$ cat src/rtl/glyph_store_pkg.sv
package glyph_store_pkg;
    localparam logic [7:0] BLANK_CODE = 8'h20;

    typedef enum logic {
        PLANE_0 = 1'b0,
        PLANE_1 = 1'b1
    } plane_sel_e;
endpackage

$ cat src/rtl/glyph_addr_decode.sv
module glyph_addr_decode #(
    parameter int ADDR_W     = 8,
    parameter int NUM_DIGITS = 4,
    parameter int P0_BASE    = 'h20,
    parameter int P1_BASE    = 'h40,
    parameter int BOTH_BASE  = 'h60,
    localparam int DIG_W     = $clog2(NUM_DIGITS)
) (
    input  logic [ADDR_W-1:0] addr,
    output logic              hit_p0,
    output logic              hit_p1,
    output logic              hit_both,
    output logic [DIG_W-1:0]  digit
);
    localparam logic [ADDR_W-1:0] P0_LO = ADDR_W'(P0_BASE);
    localparam logic [ADDR_W-1:0] P1_LO = ADDR_W'(P1_BASE);
    localparam logic [ADDR_W-1:0] BO_LO = ADDR_W'(BOTH_BASE);
    localparam logic [ADDR_W-1:0] SPAN  = ADDR_W'(NUM_DIGITS);

    // Bases are aligned to NUM_DIGITS, so the low bits give the digit.
    always_comb begin
        hit_p0   = (addr >= P0_LO) && (addr < P0_LO + SPAN);
        hit_p1   = (addr >= P1_LO) && (addr < P1_LO + SPAN);
        hit_both = (addr >= BO_LO) && (addr < BO_LO + SPAN);
        digit    = addr[DIG_W-1:0];
    end
endmodule

$ cat src/rtl/glyph_plane_bank.sv
module glyph_plane_bank
    import glyph_store_pkg::*;
#(
    parameter int NUM_DIGITS = 4,
    parameter int DATA_W     = 8,
    localparam int DIG_W     = $clog2(NUM_DIGITS)
) (
    input  logic                         clk,
    input  logic                         rst_n,
    input  logic                         clr,
    input  logic                         we,
    input  logic [DIG_W-1:0]             wdig,
    input  logic [DATA_W-1:0]            wdata,
    output logic [NUM_DIGITS*DATA_W-1:0] codes
);
    localparam logic [DATA_W-1:0] BLANK_V = DATA_W'(BLANK_CODE);

    for (genvar g = 0; g < NUM_DIGITS; g++) begin : g_digit
        always_ff @(posedge clk or negedge rst_n) begin
            if (!rst_n) begin
                codes[g*DATA_W +: DATA_W] <= BLANK_V;
            end else if (clr) begin
                codes[g*DATA_W +: DATA_W] <= BLANK_V;
            end else if (we && (wdig == DIG_W'(g))) begin
                codes[g*DATA_W +: DATA_W] <= wdata;
            end
        end
    end
endmodule

$ cat src/rtl/glyph_plane_mux.sv
module glyph_plane_mux
    import glyph_store_pkg::*;
#(
    parameter int NUM_DIGITS = 4,
    parameter int DATA_W     = 8,
    localparam int DIG_W     = $clog2(NUM_DIGITS)
) (
    input  logic [NUM_DIGITS*DATA_W-1:0] p0_codes,
    input  logic [NUM_DIGITS*DATA_W-1:0] p1_codes,
    input  logic [DIG_W-1:0]             digit,
    input  logic                         blink_en,
    input  logic                         blink_phase,
    output logic [DATA_W-2:0]            idx,
    output logic                         inv
);
    plane_sel_e          sel;
    logic [DATA_W-1:0]   code;

    always_comb begin
        sel = (blink_en && blink_phase) ? PLANE_1 : PLANE_0;
        unique case (sel)
            PLANE_0: code = p0_codes[digit*DATA_W +: DATA_W];
            PLANE_1: code = p1_codes[digit*DATA_W +: DATA_W];
            default: code = p0_codes[digit*DATA_W +: DATA_W];
        endcase
        idx = code[DATA_W-2:0];
        inv = code[DATA_W-1];
    end
endmodule

$ cat src/rtl/glyph_plane_store.sv
module glyph_plane_store #(
    parameter int ADDR_W     = 8,
    parameter int DATA_W     = 8,
    parameter int NUM_DIGITS = 4,
    parameter int P0_BASE    = 'h20,
    parameter int P1_BASE    = 'h40,
    parameter int BOTH_BASE  = 'h60,
    localparam int DIG_W     = $clog2(NUM_DIGITS)
) (
    input  logic              clk,
    input  logic              rst_n,
    input  logic              wr_en,
    input  logic [ADDR_W-1:0] wr_addr,
    input  logic [DATA_W-1:0] wr_data,
    input  logic [ADDR_W-1:0] rd_addr,
    output logic [DATA_W-1:0] rd_data,
    input  logic [DIG_W-1:0]  scan_digit,
    input  logic              blink_en,
    input  logic              blink_phase,
    input  logic              clear_req,
    output logic [DATA_W-2:0] glyph_idx,
    output logic              glyph_inv
);
    logic                         w_p0, w_p1, w_both;
    logic [DIG_W-1:0]             w_dig;
    logic                         r_p0, r_p1, r_both;
    logic [DIG_W-1:0]             r_dig;
    logic [NUM_DIGITS*DATA_W-1:0] p0_flat, p1_flat;

    glyph_addr_decode #(
        .ADDR_W(ADDR_W), .NUM_DIGITS(NUM_DIGITS),
        .P0_BASE(P0_BASE), .P1_BASE(P1_BASE), .BOTH_BASE(BOTH_BASE)
    ) wdec_i (
        .addr(wr_addr), .hit_p0(w_p0), .hit_p1(w_p1),
        .hit_both(w_both), .digit(w_dig)
    );

    glyph_addr_decode #(
        .ADDR_W(ADDR_W), .NUM_DIGITS(NUM_DIGITS),
        .P0_BASE(P0_BASE), .P1_BASE(P1_BASE), .BOTH_BASE(BOTH_BASE)
    ) rdec_i (
        .addr(rd_addr), .hit_p0(r_p0), .hit_p1(r_p1),
        .hit_both(r_both), .digit(r_dig)
    );

    glyph_plane_bank #(.NUM_DIGITS(NUM_DIGITS), .DATA_W(DATA_W)) bank0_i (
        .clk(clk), .rst_n(rst_n), .clr(clear_req),
        .we(wr_en && (w_p0 || w_both)), .wdig(w_dig), .wdata(wr_data),
        .codes(p0_flat)
    );

    glyph_plane_bank #(.NUM_DIGITS(NUM_DIGITS), .DATA_W(DATA_W)) bank1_i (
        .clk(clk), .rst_n(rst_n), .clr(clear_req),
        .we(wr_en && (w_p1 || w_both)), .wdig(w_dig), .wdata(wr_data),
        .codes(p1_flat)
    );

    glyph_plane_mux #(.NUM_DIGITS(NUM_DIGITS), .DATA_W(DATA_W)) mux_i (
        .p0_codes(p0_flat), .p1_codes(p1_flat), .digit(scan_digit),
        .blink_en(blink_en), .blink_phase(blink_phase),
        .idx(glyph_idx), .inv(glyph_inv)
    );

    // Mirrored and unmapped addresses read as zero.
    always_comb begin
        if (r_p0) begin
            rd_data = p0_flat[r_dig*DATA_W +: DATA_W];
        end else if (r_p1) begin
            rd_data = p1_flat[r_dig*DATA_W +: DATA_W];
        end else if (r_both) begin
            rd_data = '0;
        end else begin
            rd_data = '0;
        end
    end
endmodule

$ cat config.mk
export PLATFORM = sky130hd
export DESIGN_NAME = glyph_plane_store
export DESIGN_NICKNAME = d
export VERILOG_FILES = /design/src/rtl/glyph_store_pkg.sv /design/src/rtl/glyph_addr_decode.sv /design/src/rtl/glyph_plane_bank.sv /design/src/rtl/glyph_plane_mux.sv /design/src/rtl/glyph_plane_store.sv
export SDC_FILE = /design/constraint.sdc
export NUM_CORES = 1
export LEC_CHECK = 0
export ABC_AREA = 1
export BUFFER_PORTS_ARGS = -buffer_cell sky130_fd_sc_hd__buf_4
export CORE_AREA = 2 2 112 92
export DETAILED_ROUTE_END_ITERATION = 7
export DIE_AREA = 0 0 114 94
export REMOVE_ABC_BUFFERS = 1
export SLEW_MARGIN = 5
export SYNTH_ARGS = -nofsm -noshare
export SYNTH_HDL_FRONTEND = slang
export SYNTH_SLANG_ARGS = --single-unit
$ cat constraint.sdc
create_clock -name clk -period 1.83 [get_ports clk]
set_input_delay 0.183 -clock clk [delete_from_list [all_inputs] [get_ports clk]]
set_output_delay 0.183 -clock clk [all_outputs]
set_load 0.05 [all_outputs]
==> summary.txt, run 1 <==
Initial antenna violation count = 0
Yosys reg bits = 64
RSZ-0062 raised after global routing = false
Cell-by-cell trace of the critical path = inv_1 -> nand2_1 -> o211ai_1 -> nand2_1 -> nand2_1 -> nand2_1 -> buf_4
Die area = 10,700 um^2
Worst Hold Class = in2reg
Net Switching = 0.00112 W
Most common cell after layout, fill and taps aside = nand2_1
Root buffer cell = clkbuf_16
Cell accounting for the most synthesized area = dfrtp_1
Top Ports = 48
Die Y = 94 um
Syn Std Cell Area = 4230 um^2
Fin util = 0.525
Cts bufs inserted = 9
Power per Cell Area = 777 nW/um^2
First-pass GRT wire length = 21.1 mm
Max_cap viols = 0
CTS sink count = 64
Vias in the first global route = 3,966
Initial Util = 0.444
Crit. End Element = output pin
Final setup fails = 0
Worst Path Arrival = 1.46 ns
Die Width = 114 um
Sw Ratio = 0.287
Peak supply drop = 0.362 mV
Fin crit period = 1.64 ns
DPL Wire Length = 8.77 mm
DRT Wirelength = 12.8 mm
Placeable Area = 9530 um^2
Crit path kind = reg2out
Top cell type's share of synthesized area = 0.331
CTS clk-pin slew, worst paths = 0.06 ns
CP max stage delay = 0.52 ns
Clock skew = 0 ns
Tightest Pin Transition = 0.702 ns
Area contributors post-synth = dfrtp_1 (33%), nand2_1 (29%), nand3_1 (11%)
ANT nets after route = 0
Final Hold Violating Endpoints = 0
Synth cell types = 19
Outcome = completed
Critical path's slowest cell = dfstp_2
Clock latency on the worst-skew pair = 0.33 ns
Vias per cell = 5.21
Port bufs = 47
N_diodes = 0
Mapped Cells = 646
Final #Nets = 718
Maximum fanout along the worst path = 2
Initial DRC Count = 409
Fmax = 0.609 GHz
Clock share of power = 0.432
Pleak = 2.98 nW
Global-route usage over all layers = 0.260
DRT Pass-1 Iters = 6
Share of cells above drive strength 1 = 0.161
Critical path launch point type = flip-flop
Worst Path Required = 1.65 ns
Via count of the routed design = 4,223
Placement Rows = 32
Comb pwr share = 0.174
Syn_area_per_cell = 6.55 um^2
Final period utilization = 0.898
Final GP Congestion = 0.880
Sequential power share = 0.394
Pre-CTS setup slack = 0.350 ns
DR DRC count = 0
Final Max Slew Viols = 0
Wire length per cell = 15.8 um
H-tree Lvls = 3
Buffer levels on the longest clock path = 2
Internal cell power = 0.00277 W
Setup Fix Bufs, Post-CTS = 0
Yosys warns = 0
Sequential area share after synthesis = 0.381
Most frequent cells in the layout = nand2_1 (324), nand3_1 (92), inv_1 (60), dfrtp_1 (56), buf_4 (53)
Largest net degree at the start of global routing = 65
CTS tree = yes
Grt ovf = 0
Final worst slack = 0.187 ns
Relative slew slack = 0.530
CP most frequent cell = nand2_1
Layout area overhead = 18.4%
## area by class of cell
cell class	count	area, um^2
repair buffers	58	488
clock inverters	3	42.5
flip-flops and latches	64	1610
inverters	71	269
clock buffers	13	240
fillers	1001	4520
multi-input cells	482	2210
well taps	119	149
## stage by stage
| stage | hold slack [ns] | power, W | std cells | instance area, um^2 | TNS [ns] |
|---|---|---|---|---|---|
| 2_1_floorplan | -0.113 | 0.00194 | 617 | 4090 | -0.422 |
| 3_3_place_gp | 0.210 | 0.00222 | 793 | 4710 | 0 |
| 3_5_place_dp | 0.211 | 0.00223 | 793 | 4710 | 0 |
| 4_1_cts | 0.174 | 0.00390 | 810 | 5010 | 0 |
| 5_1_grt | 0.190 | 0.00406 | 810 | 5010 | 0 |
| 6_report | 0.177 | 0.00389 | 810 | 5010 | 0 |
## worst max-delay path, delay by kind of cell, from the launching register on
family | cells | cell delay, ns
and+or+nand+nor | 4 | 0.28
DFF | 1 | 0.52
buffers and inverters | 2 | 0.26
AOI/OAI and AO/OA | 1 | 0.08
## path summary, 6_finish.rpt
check                                  start                end  slack (ns)  cells past startpoint
max                        bank1_i.codes[13]         rd_data[5]        0.19                      7
min                               wr_addr[0]   bank0_i.codes[1]        0.18                      4
max in group asynchronous              rst_n  bank0_i.codes[13]        1.09                      3
max reg2reg                 bank0_i.codes[5]   bank0_i.codes[5]        1.08                      2
min reg2reg                bank1_i.codes[29]  bank1_i.codes[29]        0.49                      2
min in group asynchronous              rst_n   bank1_i.codes[0]        0.40                      3
## cells by family (layout without fill, tap and decap cells)
family | after synthesis | after routing | share of synthesized area
flip-flops | 64 | 64 | 0.381
AND/OR/NAND/NOR | 449 | 449 | 0.464
buffers and inverters | 100 | 145 | 0.0973
AO/OA/AOI/OAI | 33 | 33 | 0.0580
## what timing repair did
action                                 CTS  global route
gates resized for setup                  0             0
hold buffers                             1             0
endpoints found under the hold margin   56             0
## synth_stat cells
master	number
or2_1	1
o211ai_1	32
inv_1	60
dfrtp_1	56
nand3_2	2
o21ai_1	1
nor2_2	6
nand2_1	324
buf_1	5
inv_2	10
nand3_1	92
buf_4	2
buf_2	21
nor2_8	2
nand2_4	13
inv_4	1
nor2_1	9
dfstp_2	8
clkbuf_1	1
## state kept, by name, summed over array words and instances, names as in the netlist
register and count:
bank1_i.codes 32, bank0_i.codes 32
## power groups by stage
stage,Clock [W],Combinational [W],Sequential (W)
3_5_place_dp,0,0.000676,0.00155
4_1_cts,0.00169,0.000680,0.00153
2_1_floorplan,0,0.000400,0.00154
3_3_place_gp,0,0.000668,0.00155
6_report,0.00168,0.000677,0.00153
5_1_grt,0.00176,0.000758,0.00154
## per-layer routing
metal | routed length (um) | part of all wire | GRT usage
met1 | 6000 | 0.47 | 0.377
met2 | 5600 | 0.44 | 0.396
met5 | 0 | 0 | 0
met4 | 144 | 0.011 | 0.0650
met3 | 1050 | 0.082 | 0.0529
No activity file was read; power rests on OpenSTA's default activity.
==> inputs of run 2 (changes only) <==
--- a/config.mk
+++ b/config.mk
@@ -5,12 +5,12 @@
 export SDC_FILE = /design/constraint.sdc
 export NUM_CORES = 1
 export LEC_CHECK = 0
-export ABC_AREA = 1
 export BUFFER_PORTS_ARGS = -buffer_cell sky130_fd_sc_hd__buf_4
-export CORE_AREA = 2 2 112 92
+export CORE_AREA = 4 4 110 91
 export DETAILED_ROUTE_END_ITERATION = 7
-export DIE_AREA = 0 0 114 94
+export DIE_AREA = 0 0 114 95
 export REMOVE_ABC_BUFFERS = 1
+export SKIP_CTS_REPAIR_TIMING = 1
 export SLEW_MARGIN = 5
 export SYNTH_ARGS = -nofsm -noshare
 export SYNTH_HDL_FRONTEND = slang
==> summary.txt, run 2 <==
Outcome = completed
Vias in the first global route = 3,193 (-19%)
RSZ-0062 raised after global routing = true
First-pass GRT wire length = 17.5 mm (-17%)
Buffer levels on the longest clock path = 2 (unchanged)
Most common cell after layout, fill and taps aside = buf_4
Synth cell types = 25 (+6)
Global-route usage over all layers = 0.214 (-0.0457)
Largest regs = bank0_i.codes (32), bank1_i.codes (32)
Via count of the routed design = 3,061 (-28%)
TNS Setup = 0 ns (unchanged)
Peak supply drop = 0.551 mV (+52%)
Dominant cell by count in the synthesized netlist = nand2b_1
Fin util = 0.546 (+0.0204)
Sequential area share after synthesis = 0.407 (+0.0258)
Final period utilization = 0.982 (+0.0836)
CTS tree = yes
Most frequent cells in the layout = buf_4 (72), nand2b_1 (65), mux2i_1 (64), dfrtp_1 (56)
Cell-by-cell trace of the critical path = and3_1 -> a211oi_1 -> nor4_1 -> buf_4
Area contributors post-synth = dfrtp_1 (35%), mux2i_1 (16%), nand2b_1 (10%)
Die area = 10,800 um^2 (+1.1%)
Number of synthesized flops with an enable pin = 0 (unchanged)
Critical path's slowest cell = dfstp_2
Power per Cell Area = 755 nW/um^2 (-2.7%)
Placeable Area = 8920 um^2 (-6.4%)
Final #Nets = 450 (-37%)
Synth Area in Compound Gates = 0.0733 (+0.0153)
Top post-synthesis cells by count = nand2b_1 (65), mux2i_1 (64), dfrtp_1 (56)
Simple-gate share of the synthesized area = 0.213 (-0.251)
Share of cells above drive strength 1 = 0.281 (+0.121)
Die Width = 114 um (unchanged)
FF/Latch Area = 1610 um^2 (unchanged)
Crit. End Element = output pin
Top_reg_cell synth = dfrtp_1
Fillcell total = 799 (-20%)
Final GP Congestion = 0.812 (-7.7%)
Maximum fanout along the worst path = 3 (+1)
Placement Rows = 31 (-3.1%)
CTS sink count = 64 (unchanged)
Initial antenna violation count = 0 (unchanged)
CTS clk-pin slew, worst paths = 0.06 ns (about the same)
Pleak = 2.48 nW (-17%)
Die Y = 95 um (+1.1%)
Port bufs = 47 (unchanged)
Final worst slack = 0.0336 ns (-0.153 ns)
Fin crit period = 1.80 ns (+0.153 ns)
Top Ports = 48 (unchanged)
Crit path kind = reg2out
Pre-CTS setup slack = 0.183 ns (-0.166 ns)
Clock skew = 0 ns (unchanged)
Syn_area_per_cell = 10.7 um^2 (+64%)
Largest family of logic cells by synthesized area = multiplexers
Area occupied by multi-input gates = 2140 um^2 (-2.9%)
Asr flop ratio synth = 1.00 (unchanged)
Worst Hold Class = in2reg
Vias per cell = 5.69 (+9.1%)
Final setup fails = 0 (unchanged)
Top cell type's share of synthesized area = 0.354 (+0.0224)
Worst Hold Launch = wr_data[5]
Mux share of post-synthesis cell area = 0.253 (+0.253)
Initial Util = 0.444 (about the same)
Initial DRC Count = 209 (-49%)
Syn Std Cell Area = 3960 um^2 (-6.3%)
Adder-cell share of the synthesized area = 0 (unchanged)
Critical path startpoint = bank1_i.codes[21]
Cell family with most CP delay = flip-flops
Largest net degree at the start of global routing = 42 (-35%)
DRT Wirelength = 10.9 mm (-15%)
Fmax = 0.557 GHz (-8.5%)
Worst Path Required = 1.65 ns (about the same)
CP max stage delay = 0.54 ns (+0.02 ns)
H-tree Lvls = 3 (unchanged)
Critical path launch point type = flip-flop
Worst Path Arrival = 1.61 ns (+0.15 ns)
DRT Pass-1 Iters = 4 (-2)
Synth Area in XOR/XNOR = 0 (unchanged)
Final Hold Violating Endpoints = 0 (unchanged)
Yosys warns = 0 (unchanged)
Buffers and inverters on the worst path = 1 (-1)
Cts bufs inserted = 9 (unchanged)
Wire length per cell = 20.2 um (+28%)
Clock latency on the worst-skew pair = 0.33 ns (about the same)
Reg-to-Reg Start = bank1_i.codes[13]
Layout area overhead = 22.9%
Cell accounting for the most synthesized area = dfrtp_1
Mapped Cells = 369 (-43%)
Tightest Pin Transition = 0.495 ns (-0.207 ns)
Grt ovf = 0 (unchanged)
DR DRC count = 0 (unchanged)
N_diodes = 0 (unchanged)
Final Max Slew Viols = 0 (unchanged)
ANT nets after route = 0 (unchanged)
Root buffer cell = clkbuf_16
DPL Wire Length = 7.24 mm (-18%)
Relative slew slack = 0.669 (+0.138)
Yosys reg bits = 64 (unchanged)
Max_cap viols = 0 (unchanged)
-- run 2: cell families (layout without fill, tap and decap cells) --
| group | after synthesis | count (layout) |
|---|---|---|
| simple gates | 132 | 132 |
| mux | 80 | 80 |
| flops | 64 | 64 |
| buf+inv | 53 | 107 |
| compound gates | 40 | 40 |
-- run 2: path summary, 6_finish.rpt --
path                            depth (start not counted)  slack (ns)           endpoint
worst min-delay path                                    3        0.22  bank1_i.codes[13]
max in group asynchronous                               3        0.99   bank1_i.codes[5]
worst max register to register                          2        1.03  bank1_i.codes[13]
worst max-delay path                                    4        0.03       glyph_idx[5]
min in group asynchronous                               2        0.30   bank0_i.codes[7]
worst min register to register                          2        0.53  bank0_i.codes[13]
-- run 2: worst reg2reg max path, delay by kind of cell (launching register included) --
family,cells,cell delay [ns]
flops,1,0.55
simple gates,1,0.04
mux,1,0.14
-- run 2: through the flow --
stage,instances,cell area (um^2),total power [W],hold slack (ns)
after floorplan,332,3810,0.00162,-0.113
after global placement,521,4530,0.00186,0.120
after detailed placement,521,4530,0.00186,0.115
after CTS,537,4850,0.00371,-0.233
after global routing,538,4870,0.00380,0.236
final,538,4870,0.00368,0.220
-- run 2: area by class of cell --
| class | instances | share of cell area |
|---|---|---|
| Multi-Input combinational cell | 252 | 0.440 |
| Sequential cell | 64 | 0.331 |
| Timing Repair Buffer | 75 | 0.121 |
| Clock buffer | 9 | 0.0463 |
| Tap cell | 115 | 0.0296 |
| Clock inverter | 7 | 0.0198 |
| Inverter | 16 | 0.0123 |
-- run 2: metal layers --
layer / share of wire / up-vias / track usage
met2: 0.44 / 115 / 0.326
li1: - / 1428 / -
met5: 0 / - / 0
met3: 0.079 / 18 / 0.0468
met1: 0.46 / 1500 / 0.303
met4: 0.015 / 0 / 0.0722
-- run 2: power breakdown --
| part | total, W | internal [W] | switching (W) |
|---|---|---|---|
| Combinational | 0.000419 | 0.000167 | 0.000253 |
| Clock | 0.00184 | 0.00119 | 0.000642 |
| Sequential | 0.00142 | 0.00142 | 0.00000251 |
